## config.mk

```make
export PLATFORM = sky130hd
export DESIGN_NAME = flashctl_regs
export DESIGN_NICKNAME = d
export VERILOG_FILES = /design/src/rtl/fcr_pkg.sv /design/src/rtl/fcr_srst.sv /design/src/rtl/fcr_opctl.sv /design/src/rtl/fcr_wprot.sv /design/src/rtl/flashctl_regs.sv
export SDC_FILE = /design/constraint.sdc
export NUM_CORES = 1
export LEC_CHECK = 0
export BUFFER_PORTS_ARGS = -buffer_cell sky130_fd_sc_hd__buf_2
export CORE_MARGIN = 2
export CORE_UTILIZATION = 44
export DETAILED_ROUTE_END_ITERATION = 16
export PLACE_DENSITY = 0.67
export SLEW_MARGIN = 20
export SYNTH_ARGS = -nofsm -noshare
export SYNTH_HDL_FRONTEND = slang
export SYNTH_SLANG_ARGS = --single-unit
```

## constraint.sdc

```tcl
create_clock -name clk -period 2.05 [get_ports clk]
set_input_delay 0.41 -clock clk [delete_from_list [all_inputs] [get_ports clk]]
set_output_delay 0.41 -clock clk [all_outputs]
set_load 0.005 [all_outputs]
```

## src/rtl/fcr_pkg.sv

```systemverilog
package fcr_pkg;
  localparam int N_OPS    = 6;
  localparam int DONE_BIT = 15;

  localparam int A_BUFSEL = 0;
  localparam int A_FADDR  = 1;
  localparam int A_FCMD   = 2;
  localparam int A_TRIG   = 3;
  localparam int A_CTRL   = 4;
  localparam int A_SPARE  = 5;
  localparam int A_WPCMD  = 6;
  localparam int A_ULK_LO = 7;
  localparam int A_ULK_HI = 8;

  localparam int C_MASK   = 4;
  localparam int C_BE     = 5;
  localparam int C_SRST   = 6;
  localparam int C_CE     = 7;
  localparam int C_PPB    = 9;
  localparam int CS_LSB   = 5;

  localparam logic [15:0] CTRL_WMASK = 16'h0FBF;
  localparam logic [15:0] CTRL_INIT  = 16'h0010;

  typedef enum logic [2:0] {
    OPK_CMD, OPK_ADDR, OPK_DIN, OPK_DOUT, OPK_ID, OPK_STAT
  } opk_e;

  typedef enum logic [2:0] {
    WPS_TIGHT = 3'b001,
    WPS_LOCK  = 3'b010,
    WPS_OPEN  = 3'b100
  } wps_e;
endpackage

```

## src/rtl/fcr_srst.sv

```systemverilog
module fcr_srst #(
  parameter int RST_CYCLES = 8
) (
  input  logic clk,
  input  logic rst,
  input  logic kick,
  output logic active
);
  localparam int CW = $clog2(RST_CYCLES + 1);
  logic [CW-1:0] cnt_q;

  always_ff @(posedge clk) begin
    if (rst)               cnt_q <= '0;
    else if (kick)         cnt_q <= CW'(RST_CYCLES);
    else if (cnt_q != '0)  cnt_q <= cnt_q - 1'b1;
  end

  assign active = (cnt_q != '0);
endmodule

```

## src/rtl/fcr_opctl.sv

```systemverilog
module fcr_opctl
  import fcr_pkg::*;
(
  input  logic             clk,
  input  logic             rst,
  input  logic             trig_we,
  input  logic [N_OPS-1:0] trig_ops,
  input  logic             trig_keep,
  input  logic             eng_done,
  input  logic             hold,
  input  logic             mask,
  output logic             op_start,
  output logic [2:0]       op_kind,
  output logic             busy,
  output logic             done,
  output logic [N_OPS-1:0] run_oh,
  output logic             irq
);
  logic       found;
  logic [2:0] pick;
  logic       launch;
  logic       finish;
  opk_e       kind_q;

  // lowest-numbered requested operation wins
  always_comb begin
    found = 1'b0;
    pick  = '0;
    for (int i = 0; i < N_OPS; i++) begin
      if (!found && trig_ops[i]) begin
        found = 1'b1;
        pick  = 3'(i);
      end
    end
  end

  assign launch = trig_we && found && !busy && !hold;
  assign finish = busy && eng_done;

  always_ff @(posedge clk) begin
    if (rst) begin
      op_start <= 1'b0;
      kind_q   <= OPK_CMD;
      busy     <= 1'b0;
      done     <= 1'b0;
      run_oh   <= '0;
      irq      <= 1'b0;
    end else begin
      irq <= done && !mask;
      if (hold) begin
        op_start <= 1'b0;
        busy     <= 1'b0;
        done     <= 1'b0;
        run_oh   <= '0;
      end else begin
        op_start <= launch;
        if (launch) begin
          busy   <= 1'b1;
          kind_q <= opk_e'(pick);
          run_oh <= N_OPS'(1) << pick;
        end else if (finish) begin
          busy   <= 1'b0;
          run_oh <= '0;
        end
        if (finish)                      done <= 1'b1;
        else if (trig_we && !trig_keep)  done <= 1'b0;
      end
    end
  end

  assign op_kind = kind_q;
endmodule

```

## src/rtl/fcr_wprot.sv

```systemverilog
module fcr_wprot
  import fcr_pkg::*;
(
  input  logic        clk,
  input  logic        rst,
  input  logic        cmd_we,
  input  logic        lo_we,
  input  logic        hi_we,
  input  logic [15:0] wdata,
  output logic [2:0]  state,
  output logic [15:0] ulk_lo,
  output logic [15:0] ulk_hi
);
  wps_e st_q;
  logic tight;

  assign tight = (st_q == WPS_TIGHT);

  always_ff @(posedge clk) begin
    if (rst) begin
      st_q   <= WPS_LOCK;
      ulk_lo <= '0;
      ulk_hi <= '0;
    end else if (!tight) begin
      if (cmd_we) begin
        if (wdata[0])      st_q <= WPS_TIGHT;
        else if (wdata[1]) st_q <= WPS_LOCK;
        else if (wdata[2]) st_q <= WPS_OPEN;
      end
      if (lo_we) ulk_lo <= wdata;
      if (hi_we) ulk_hi <= wdata;
    end
  end

  assign state = st_q;
endmodule

```

## src/rtl/flashctl_regs.sv

```systemverilog
module flashctl_regs
  import fcr_pkg::*;
#(
  parameter int ADDR_W     = 4,
  parameter int NUM_CS     = 4,
  parameter int BUF_W      = 3,
  parameter int RST_CYCLES = 8
) (
  input  logic              clk,
  input  logic              rst,
  input  logic [ADDR_W-1:0] reg_addr,
  input  logic              reg_we,
  input  logic [15:0]       reg_wdata,
  output logic [15:0]       reg_rdata,
  output logic              op_start,
  output logic [2:0]        op_kind,
  input  logic              eng_done,
  output logic              irq,
  output logic [NUM_CS-1:0] chip_en,
  output logic [BUF_W-1:0]  buf_idx,
  output logic [8:0]        pages_per_blk,
  output logic              big_endian
);
  localparam int CS_W = (NUM_CS > 1) ? $clog2(NUM_CS) : 1;
  localparam logic [15:0] SEL_MASK =
    16'((1 << BUF_W) - 1) | 16'(((1 << CS_W) - 1) << CS_LSB);

  logic [15:0] bufsel_q, faddr_q, fcmd_q, ctrl_q, spare_q;
  logic [15:0] rd_next;
  logic [2:0]  wp_state;
  logic [15:0] ulk_lo, ulk_hi;
  logic [N_OPS-1:0] run_oh;
  logic        srst_active, busy, done;
  logic        we_bufsel, we_faddr, we_fcmd, we_trig, we_ctrl, we_spare;
  logic        we_wp, we_lo, we_hi;

  assign we_bufsel = reg_we && (reg_addr == ADDR_W'(A_BUFSEL));
  assign we_faddr  = reg_we && (reg_addr == ADDR_W'(A_FADDR));
  assign we_fcmd   = reg_we && (reg_addr == ADDR_W'(A_FCMD));
  assign we_trig   = reg_we && (reg_addr == ADDR_W'(A_TRIG));
  assign we_ctrl   = reg_we && (reg_addr == ADDR_W'(A_CTRL));
  assign we_spare  = reg_we && (reg_addr == ADDR_W'(A_SPARE));
  assign we_wp     = reg_we && (reg_addr == ADDR_W'(A_WPCMD));
  assign we_lo     = reg_we && (reg_addr == ADDR_W'(A_ULK_LO));
  assign we_hi     = reg_we && (reg_addr == ADDR_W'(A_ULK_HI));

  always_ff @(posedge clk) begin
    if (rst) begin
      bufsel_q <= '0;
      faddr_q  <= '0;
      fcmd_q   <= '0;
      ctrl_q   <= CTRL_INIT;
      spare_q  <= '0;
    end else begin
      if (we_bufsel) bufsel_q <= reg_wdata & SEL_MASK;
      if (we_faddr)  faddr_q  <= reg_wdata;
      if (we_fcmd)   fcmd_q   <= reg_wdata;
      if (we_ctrl)   ctrl_q   <= reg_wdata & CTRL_WMASK;
      if (we_spare)  spare_q  <= reg_wdata;
    end
  end

  fcr_srst #(.RST_CYCLES(RST_CYCLES)) u_srst (
    .clk    (clk),
    .rst    (rst),
    .kick   (we_ctrl && reg_wdata[C_SRST]),
    .active (srst_active)
  );

  fcr_opctl u_opctl (
    .clk       (clk),
    .rst       (rst),
    .trig_we   (we_trig),
    .trig_ops  (reg_wdata[N_OPS-1:0]),
    .trig_keep (reg_wdata[DONE_BIT]),
    .eng_done  (eng_done),
    .hold      (srst_active),
    .mask      (ctrl_q[C_MASK]),
    .op_start  (op_start),
    .op_kind   (op_kind),
    .busy      (busy),
    .done      (done),
    .run_oh    (run_oh),
    .irq       (irq)
  );

  fcr_wprot u_wprot (
    .clk    (clk),
    .rst    (rst),
    .cmd_we (we_wp),
    .lo_we  (we_lo),
    .hi_we  (we_hi),
    .wdata  (reg_wdata),
    .state  (wp_state),
    .ulk_lo (ulk_lo),
    .ulk_hi (ulk_hi)
  );

  // registered configuration outputs
  always_ff @(posedge clk) begin
    if (rst) begin
      chip_en       <= '0;
      buf_idx       <= '0;
      pages_per_blk <= 9'd32;
      big_endian    <= 1'b0;
    end else begin
      chip_en       <= ctrl_q[C_CE] ? (NUM_CS'(1) << bufsel_q[CS_LSB +: CS_W]) : '0;
      buf_idx       <= bufsel_q[BUF_W-1:0];
      pages_per_blk <= 9'd32 << ctrl_q[C_PPB +: 2];
      big_endian    <= ctrl_q[C_BE];
    end
  end

  always_comb begin
    rd_next = '0;
    case (reg_addr)
      ADDR_W'(A_BUFSEL): rd_next = bufsel_q;
      ADDR_W'(A_FADDR):  rd_next = faddr_q;
      ADDR_W'(A_FCMD):   rd_next = fcmd_q;
      ADDR_W'(A_TRIG):   rd_next = {done, (15 - N_OPS)'(0), run_oh};
      ADDR_W'(A_CTRL):   rd_next = ctrl_q | (16'(srst_active) << C_SRST);
      ADDR_W'(A_SPARE):  rd_next = spare_q;
      ADDR_W'(A_WPCMD):  rd_next = {13'd0, wp_state};
      ADDR_W'(A_ULK_LO): rd_next = ulk_lo;
      ADDR_W'(A_ULK_HI): rd_next = ulk_hi;
      default:           rd_next = '0;
    endcase
  end

  always_ff @(posedge clk) begin
    if (rst) reg_rdata <= '0;
    else     reg_rdata <= rd_next;
  end
endmodule

```

* After elaboration in Yosys (flattened, before gate mapping)
Index checks and enable logic that the tools add are counted.
** Operators by class
- Add/sub/neg operators :: 1
- Multiplexer cells :: 23
- Shift-type cells :: 3
- Bitwise logic cells :: 4
- Reduce and logical (&&, ||, !) cells :: 43
- Equality and inequality tests :: 9
** Operators by type and width (number)
- 16-bit one-hot mux with 9 select lines :: 1
- 1-bit logical AND :: 21
- 4-bit by 3-bit equality test with 1-bit output (second input constant) :: 4
- 3-bit two-way mux :: 5
- 6-bit two-way mux :: 2
- 12-bit by 7-bit bitwise OR with 12-bit output :: 1
- 1-bit two-way mux :: 11
- 1-bit logical NOT :: 9
- 6-bit by 2-bit left shift with 9-bit output (first input constant) :: 1
- 4-bit by 2-bit equality test with 1-bit output (second input constant) :: 2
- 4-bit two-way mux :: 2
- 2-bit AND reduction :: 3
- 2-bit nonzero test :: 3
- 2-bit OR reduction :: 3
- 1-bit by 3-bit left shift with 6-bit output (first input constant) :: 1
- 4-bit by 1-bit equality test with 1-bit output (second input constant) :: 1
- 4-bit equality test (second input constant) :: 1
- 4-bit logical NOT :: 1
- 2-bit two-way mux :: 2
- 4-bit nonzero test :: 1
- 1-bit by 2-bit left shift with 4-bit output (first input constant) :: 1
- 4-bit by 1-bit subtractor with 4-bit output (second input constant) :: 1
- 3-bit by 1-bit equality test with 1-bit output (second input constant) :: 1
- 1-bit inverter :: 3
- other kinds (2) :: 2
** Storage, ports and cells
- Input port bits :: 24
- Word-level logic and storage cells :: 104
- Bits in registers :: 149
- Output and inout port bits :: 38

* Depth between registers and ports, before layout
Gate-level depths: netlist of the first run.
- Depth after elaboration :: 20
- Depth in mapped cells :: 7
- Mapped depth without buffers :: 6

* Hierarchy
Synthesis of the first run repeated with hierarchy kept, for this count alone.
** Unflattened totals
- Cells, all modules :: 694
- Area total of the unflattened synthesis :: 6237.2 µm²
** Modules (own cells, without submodules)
- flashctl_regs :: instances 1, seq. area each 1841.8 µm², area an instance 4005.1 µm², cells each 480
- fcr_wprot :: instances 1, seq. area each 700.7 µm², area an instance 1475.2 µm², cells each 139
- fcr_opctl :: instances 1, seq. area each 260.2 µm², area an instance 553.0 µm², cells each 53
- fcr_srst :: instances 1, seq. area each 80.1 µm², area an instance 203.9 µm², cells each 22

* Worst setup path after synthesis of the first run
No wires, ideal clock.
- Path type :: register to register
- From :: register u_srst.cnt_q[0]
- To :: register u_opctl.run_oh[0]
- Arrival time :: 1744 ps
- Buffers on the path :: 1
- Setup slack :: 180 ps
- Library setup time :: 126 ps
- Stages on the path, launching flop included :: 8
- Clock period less this slack :: 1870 ps
- Data required time :: 1924 ps
- Cell sequence :: dfxtp_1 inv_1 ha_1 or4b_1 a2111o_1 buf_2 a32oi_1 nor2_1
** Between the ends
- Word-level cells in the longest chain between the ends :: 4
- Elaborated cells between the ends (all ways) :: 6
- Those cells by class :: 1 x mux; 5 x reduce/logical
** RTL lines
- from (decl) :: RTL line fcr_srst.sv:10 : logic [CW-1:0] cnt_q;
- from (signal assigned) :: RTL line fcr_srst.sv:14 : else if (kick) cnt_q <= CW'(RST_CYCLES);
- from (signal assigned) :: RTL line fcr_srst.sv:15 : else if (cnt_q != '0) cnt_q <= cnt_q - 1'b1;
- 4-bit nonzero test * :: RTL line fcr_srst.sv:18 : assign active = (cnt_q != '0);
- 1-bit logical NOT :: RTL line fcr_opctl.sv:37 : assign launch = trig_we && found && !busy && !hold;
- 1-bit logical AND :: RTL line fcr_opctl.sv:37
- 6-bit two-way mux or 2-bit nonzero test (tied branches)
- to (signal assigned) :: RTL line fcr_opctl.sv:60 : run_oh <= N_OPS'(1) << pick;
- to (decl) :: RTL line fcr_opctl.sv:16 : output logic [N_OPS-1:0] run_oh,
Mark *: on every way between the ends. The rest lies on a longest branch, timed or not.
A chain may end at the register's enable or synchronous reset.

* Final worst setup path of the first run
- From :: register u_srst.cnt_q[0]
- To :: register u_opctl.kind_q[0] (netlist: u_opctl.op_kind[0])
** Between the ends
- Word-level cells in the longest chain between the ends :: 4
- Elaborated cells between the ends (all ways) :: 5
- Those cells by class :: 1 x bitwise; 4 x reduce/logical
** RTL lines
- 4-bit nonzero test * :: RTL line fcr_srst.sv:18
- 1-bit logical NOT :: RTL line fcr_opctl.sv:37
- 1-bit logical AND :: RTL line fcr_opctl.sv:37
- 2-bit AND reduction (no line) *
- to (signal assigned) :: RTL line fcr_opctl.sv:59 : kind_q <= opk_e'(pick);
- to (decl) :: RTL line fcr_opctl.sv:23 : opk_e kind_q;
Marked as above.

==> results of run 1 <==
layout make-up:
class	instances	area, um^2	area share, %
Sequential cell	144	2883	40.75
Multi-Input combinational cell	458	2659	37.58
Tap cell	172	215.2	3.042
Clock inverter	12	107.6	1.521
Inverter	4	15.01	0.2122
Clock buffer	20	466.7	6.597
Timing Repair Buffer	107	728.2	10.29
path summary, 6_finish.rpt:
check                           slack (ps)              start  cells after the start                 end
worst max-delay path                    90    u_srst.cnt_q[0]                      6  u_opctl.op_kind[0]
worst max register to register          90    u_srst.cnt_q[0]                      6  u_opctl.op_kind[0]
worst min-delay path                   270           eng_done                      3        u_opctl.busy
worst min register to register         450  u_wprot.ulk_hi[2]                      2        reg_rdata[2]
power groups by stage:
stage	Combinational, W	Clock (W)	Sequential, W
floorplan	0.000383	0	0.00295
global placement	0.000575	0	0.00296
detailed placement	0.000599	0	0.00296
CTS	0.000602	0.00302	0.00290
global route	0.000679	0.00314	0.00291
finish	0.000629	0.00298	0.00291
cells by family (layout without fill, tap and decap cells):
kind of cell,Yosys count,after routing,synth area share [%]
flops,144,144,49.89
xor+xnor,2,2,0.3032
compound gates,145,145,15.61
mux,47,47,8.467
simple gates,257,257,20.66
other cells,1,5,0.06490
fa+ha+maj,2,2,0.4330
buf+inv,61,143,4.569
state kept, by name, indices dropped and copies added, names as in the netlist, 3 cells and up:
register,cells
u_opctl.op_kind,3
u_wprot.state,3
u_wprot.ulk_hi,16
chip_en,4
u_wprot.ulk_lo,16
ctrl_q,11
pages_per_blk,4
u_opctl.run_oh,6
u_srst.cnt_q,4
buf_idx,3
bufsel_q,5
spare_q,16
fcmd_q,16
faddr_q,16
reg_rdata,16
stage by stage:
step                      total power (W)  util, %
after floorplan                  0.003335        -
after global placement           0.003535    50.92
after detailed placement         0.003562    50.92
after CTS                        0.006527    55.44
after global routing             0.006728    55.61
final                            0.006512    55.61
worst register-to-register path: stages, from the launching register on:
cell and delay (ps):
dfxtp_1 320, inv_2 80, ha_2 190, or4b_4 480, a2111o_1 450, a211o_1 260
a21oi_1 120
routing by layer:
layer  wire [um]  vias up
met5           0        -
met4         250        0
met3        1214       25
met2        7589      191
met1        6946     2397
li1            -     2425
cells in the mapped netlist (3+ instances only):
master      n  area, um^2
o211ai_1    3       22.52
a32oi_1     5       43.79
and2_1      5       31.28
nor2b_1     8       50.05
inv_1       4       15.01
nor2_1     52       195.2
a31oi_1    13       81.33
clkbuf_1   39       146.4
dfxtp_1   144        2883
nand3_1     8       40.04
nand3b_1    4       30.03
a22o_1      4       35.03
nor3b_1     4       30.03
o21bai_1    3       22.52
a21oi_1    78       390.4
mux2i_1    41       410.4
buf_2      13       65.06
mux2_2      5       56.30
buf_4       5       37.54
nand2_1   143       536.8
a222oi_1    4       40.04
a22oi_1    26       195.2
o21ai_0     3       15.01
nor3_1      5       25.02
timing repair:
item                                    CTS  global route
endpoints found under the setup margin    0             2
setup buffers                             0             2
hold endpoints to repair                  0             0
resized for setup                         0             4
==> results.md, run 1 <==
- Initial antenna violation count: 0
- Buffers added on ports: 56
- M1 GR Usage: 29.27%
- Period utilization: 95.47%
- Dpl cells: 883
- Dpl hpwl: 10,930 um
- Status: complete, no violations
- Final hold violation count: 0
- Pre-CTS setup slack: 17.85 ps
- Gr usage total: 23.14%
- Total Wirelength: 16,000 um
- #FFs+latches synth: 144
- CP required: 2410 ps
- Post-synth top flop: dfxtp_1
- # diodes: 0
- Fill cell count: 1,181
- Root Buffer: clkbuf_16
- Maxcap violations: 0
- Die area: 14,060 um^2
- Via count of the first global-routing pass: 4,864
- Leak Pwr: 2.909 nW
- Asr flop ratio synth: 0%
- Crit path buf inv count: 1
- Detailed-route wire length per cell: 17.45 um
- Switching share of power: 25.04%
- First-pass GRT wire length: 25,610 um
- CP Data Arrival Time: 2320 ps
- Syn_area_per_cell: 8.768 um^2
- Worst ir drop on vdd: 0.5156 mV
- GR Overflow Total: 0
- Via density: 5.494
- Post-synth EDFFs: 0
- Mapped Cells: 659
- DR vias: 5,038
- Startpoint types: register
- RSZ-0062 raised after global routing: false
- Initial DRC Count: 541
- Sequential fraction of the synthesis area: 49.89%
- I/O pin cnt: 62
- Met3 GRT Util: 6.033%
- Final WS setup: 92.96 ps
- Post-route ant nets: 0
- Drt pass-1 iters: 5
- Core ar.: 12,720 um^2
- Final slew viol count: 0
- Psw: 0.001631 W
- Global routing's busiest layer: met2
- Hold WS: 268.2 ps
- Layout Nets: 758
- Fmax: 511.0 MHz
- Int Pwr: 0.004881 W
- Final cell count without fillers: 917
- Placed cell areas: 6479 um^2
- Commonest non-fill, non-tap cell in the layout: dfxtp_1
- Clk sinks: 144
- Min cycle time layout: 1957 ps
- Final Skew: 9.111 ps
- Reg power frac: 44.6%
- Peak fanout along the critical path: 6
- Depth of the CTS H-tree: 4
- Finished Cell Area: 7074 um^2
- GRT met2 Usage: 37.97%
- Crit-path cells: inv_2 -> ha_2 -> or4b_4 -> a2111o_1 -> a211o_1 -> a21oi_1
- Worst hold path type: input pin to register
- Pwr/cell area: 920.5 nW/um^2
- YS warnings: 0
- Setup violations, final: 0
- Area Overhead vs Synth: 22.43%
- Clk_lat worst skew: 430 ps
- CTS tree: yes
- DRC Markers: 0
- Hold buffer count at cts: 0
- Num CTS Buffers: 17
- Crit-path slowest cell: or4b_4
- Reg clk slew, reported paths: 60 ps
- Share of layout cells above drive strength 1: 21.34%
- Die height: 118.6 um
- Die width: 118.6 um
- Commonest non-fill, non-tap cells in the layout: dfxtp_1, nand2_1, a21oi_1
- Mapped Area: 5778 um^2
- CP top delay family: compound AO/OA/AOI/OAI gates
- Logic gate share of total power: 9.7%
- Crit path kind: register to register
- RD Place Congestion: 0.8892
- Crit. End Element: register
- Starting Density: 45.42%
- Cell variety after synth: 55
- FP Rows: 41
- Pin count of the biggest net entering global routing: 45
- Slowest Stage Delay on Critical Path: 480 ps
- Setup TNS: 0 ps
- Clock buffer depth: 2
- Share of total power in the clock network: 45.7%
Power figures use the tool's default switching activity.
==> run 2, diff against run 1 <==
--- a/config.mk
+++ b/config.mk
@@ -10,6 +10,7 @@
 export CORE_UTILIZATION = 44
 export DETAILED_ROUTE_END_ITERATION = 16
 export PLACE_DENSITY = 0.67
+export REMOVE_ABC_BUFFERS = 1
 export SLEW_MARGIN = 20
 export SYNTH_ARGS = -nofsm -noshare
 export SYNTH_HDL_FRONTEND = slang
==> run 2 against run 1 <==
Effect of this change: worst hold slack gained 12 ps; non-clock buffer count shrank 2; critical endpoint is now u_opctl.run_oh[2]; highest routed layer unchanged; via count grew 1.9%; wire length grew 1.6%; critical path depth grew 1; global-route usage grew 0.46 points; flip-flop and latch count is the same; first-iteration DRC count grew 13%.
==> results.md, run 2 (synthesis gave the netlist of run 1 again) <==
- Initial antenna violation count: 0 (unchanged)
- Setup violations, final: 0 (unchanged)
- Crit path buf inv count: 2 (was 1)
- CP top delay family: simple AND/OR/NAND/NOR gates (was compound AO/OA/AOI/OAI gates)
- Placed cell areas: 6406 um^2 (was 6479 um^2)
- Layout Nets: 756 (was 758)
- Leak Pwr: 2.883 nW (was 2.909 nW)
- Final Skew: 8.729 ps (was 9.111 ps)
- Final hold violation count: 0 (unchanged)
- Core ar.: 12,720 um^2 (unchanged)
- DRC Markers: 0 (unchanged)
- First-pass GRT wire length: 26,290 um (was 25,610 um)
- Gr usage total: 23.60% (was 23.14%)
- Reg clk slew, reported paths: 60 ps (about the same)
- Initial DRC Count: 611 (was 541)
- Num CTS Buffers: 17 (unchanged)
- Post-route ant nets: 0 (unchanged)
- Top sig layer: met4 (unchanged)
- Via count of the first global-routing pass: 4,957 (was 4,864)
- Commonest non-fill, non-tap cell in the layout: dfxtp_1 (unchanged)
- Die width: 118.6 um (unchanged)
- Min-delay src: reg_wdata[13] (was eng_done)
- CP Launch Point: u_srst.cnt_q[1] (was u_srst.cnt_q[0])
- Share of layout cells above drive strength 1: 20.65% (was 21.34%)
- Crit-path slowest cell: or4b_4 (unchanged)
- Finished Cell Area: 7002 um^2 (was 7074 um^2)
- Dpl cells: 880 (was 883)
- RSZ-0062 raised after global routing: false (unchanged)
- Clk sinks: 144 (unchanged)
- Psw: 0.001577 W (was 0.001631 W)
- Dpl hpwl: 10,770 um (was 10,930 um)
- Reg power frac: 44.8% (was 44.6%)
- Clock buffer depth: 2 (unchanged)
- # diodes: 0 (unchanged)
- Core Util, Final: 55.04% (was 55.61%)
- Fmax: 518.4 MHz (was 511.0 MHz)
- Detailed-route wire length per cell: 17.81 um (was 17.45 um)
- GR Overflow Total: 0 (unchanged)
- Crit. End Element: register (unchanged)
- CP Data Arrival Time: 2230 ps (was 2320 ps)
- Die height: 118.6 um (unchanged)
- Total Wirelength: 16,260 um (was 16,000 um)
- Crit path kind: register to register (unchanged)
- Worst reg2reg setup slack: 120 ps (was 90 ps)
- Int Pwr: 0.004906 W (was 0.004881 W)
- Final cell count without fillers: 913 (was 917)
- Die area: 14,060 um^2 (unchanged)
- Clk_lat worst skew: 420 ps (was 430 ps)
- R2r worst-path depth: 7 (was 6)
- Pin count of the biggest net entering global routing: 63 (was 45)
- Hold buffer count at cts: 0 (unchanged)
- Status: complete, no violations (unchanged)
- Via density: 5.622 (was 5.494)
- I/O pin cnt: 62 (unchanged)
- Period utilization: 94.09% (was 95.47%)
- Worst hold path type: input pin to register (unchanged)
- Logic gate share of total power: 9.6% (was 9.7%)
- Slowest Stage Delay on Critical Path: 460 ps (was 480 ps)
- CP required: 2350 ps (was 2410 ps)
- CTS tree: yes (unchanged)
- Final slew viol count: 0 (unchanged)
- Pwr/cell area: 925.9 nW/um^2 (was 920.5 nW/um^2)
- Routed wl met3: 1226 um (was 1214 um)
- Min cycle time layout: 1929 ps (was 1957 ps)
- RD Place Congestion: 0.8441 (was 0.8892)
- Switching share of power: 24.32% (was 25.04%)
- Area Overhead vs Synth: 21.18% (was 22.43%)
- Peak fanout along the critical path: 6 (unchanged)
- RR Startpoint: u_srst.cnt_q[1] (was u_srst.cnt_q[0])
- Depth of the CTS H-tree: 4 (unchanged)
- Worst ir drop on vdd: 0.5174 mV (was 0.5156 mV)
- FP Rows: 41 (unchanged)
- Maxcap violations: 0 (unchanged)
- Hold depth: 3 (unchanged)
- Crit-path cells: inv_1 -> ha_2 -> or4b_4 -> a2111o_1 -> buf_4 -> nand3_1 -> a21oi_1 (was inv_2 -> ha_2 -> or4b_4 -> a2111o_1 -> a211o_1 -> a21oi_1)
- Share of total power in the clock network: 45.6% (was 45.7%)
- Met1 Wirelength: 6919 um (was 6946 um)
- WP depth: 7 (was 6)
- Starting Density: 45.42% (unchanged)
- Drt pass-1 iters: 6 (was 5)
- Root Buffer: clkbuf_16 (unchanged)
- WL met2: 7635 um (was 7589 um)
- Startpoint types: register (unchanged)
- Buffers added on ports: 56 (unchanged)
- DR vias: 5,133 (was 5,038)
- Commonest non-fill, non-tap cells in the layout: dfxtp_1, nand2_1, a21oi_1 (unchanged)
run 2: path summary, 6_finish.rpt:
path	endpoint
max	u_opctl.run_oh[2]
min	spare_q[13]
max reg2reg	u_opctl.run_oh[2]
min reg2reg	faddr_q[2]
run 2: cell type report:
| class | count | area [um^2] |
|---|---|---|
| Clock buffer | 19 | 442.9 |
| Clock inverter | 11 | 117.6 |
| Fill cell | 1154 | 5720 |
| Inverter | 4 | 15.01 |
| Multi-Input combinational cell | 458 | 2665 |
| Sequential cell | 144 | 2883 |
| Tap cell | 172 | 215.2 |
| Timing Repair Buffer | 105 | 663.1 |
run 2: repair_timing:
action                                  in CTS  in global routing
cloned                                       0                  0
gates resized for setup                      0                  4
buffers inserted                             3                  0
pin swaps                                    1                  2
endpoints found under the setup margin       1                  9
run 2: tightest hold or removal path: cells and delay by family:
kind,cells,cell delay [ps]
AOI/OAI and AO/OA,1,50
buffers and inverters,1,120
and+or+nand+nor,1,60
run 2: routing by layer:
metal  global-route usage, %  up-vias
met5                       0        -
met4                   10.64        0
met3                   4.730       39
met2                   37.10      239
met1                   31.28     2451
li1                        -     2404
run 2: stage by stage:
| step | power, W | setup slack [ps] | hold slack, ps | setup TNS, ps |
|---|---|---|---|---|
| CTS | 0.006482 | 20.19 | 264.0 | 0 |
| global placement | 0.003520 | 82.21 | 439.3 | 0 |
| finish | 0.006483 | 121.1 | 280.1 | 0 |
| detailed placement | 0.003551 | -12.58 | 446.1 | -12.58 |
| global route | 0.006716 | 53.25 | 270.5 | 0 |
| floorplan | 0.003252 | -239.8 | 417.2 | -2158 |
run 2: power groups by stage:
| stage | logic, W | registers, W | clock network, W |
|---|---|---|---|
| after floorplan | 0.000299 | 0.00295 | 0 |
| after global routing | 0.000680 | 0.00291 | 0.00312 |
| after detailed placement | 0.000589 | 0.00296 | 0 |
| after CTS | 0.000595 | 0.00290 | 0.00299 |
| after global placement | 0.000561 | 0.00296 | 0 |
| final | 0.000624 | 0.00290 | 0.00295 |
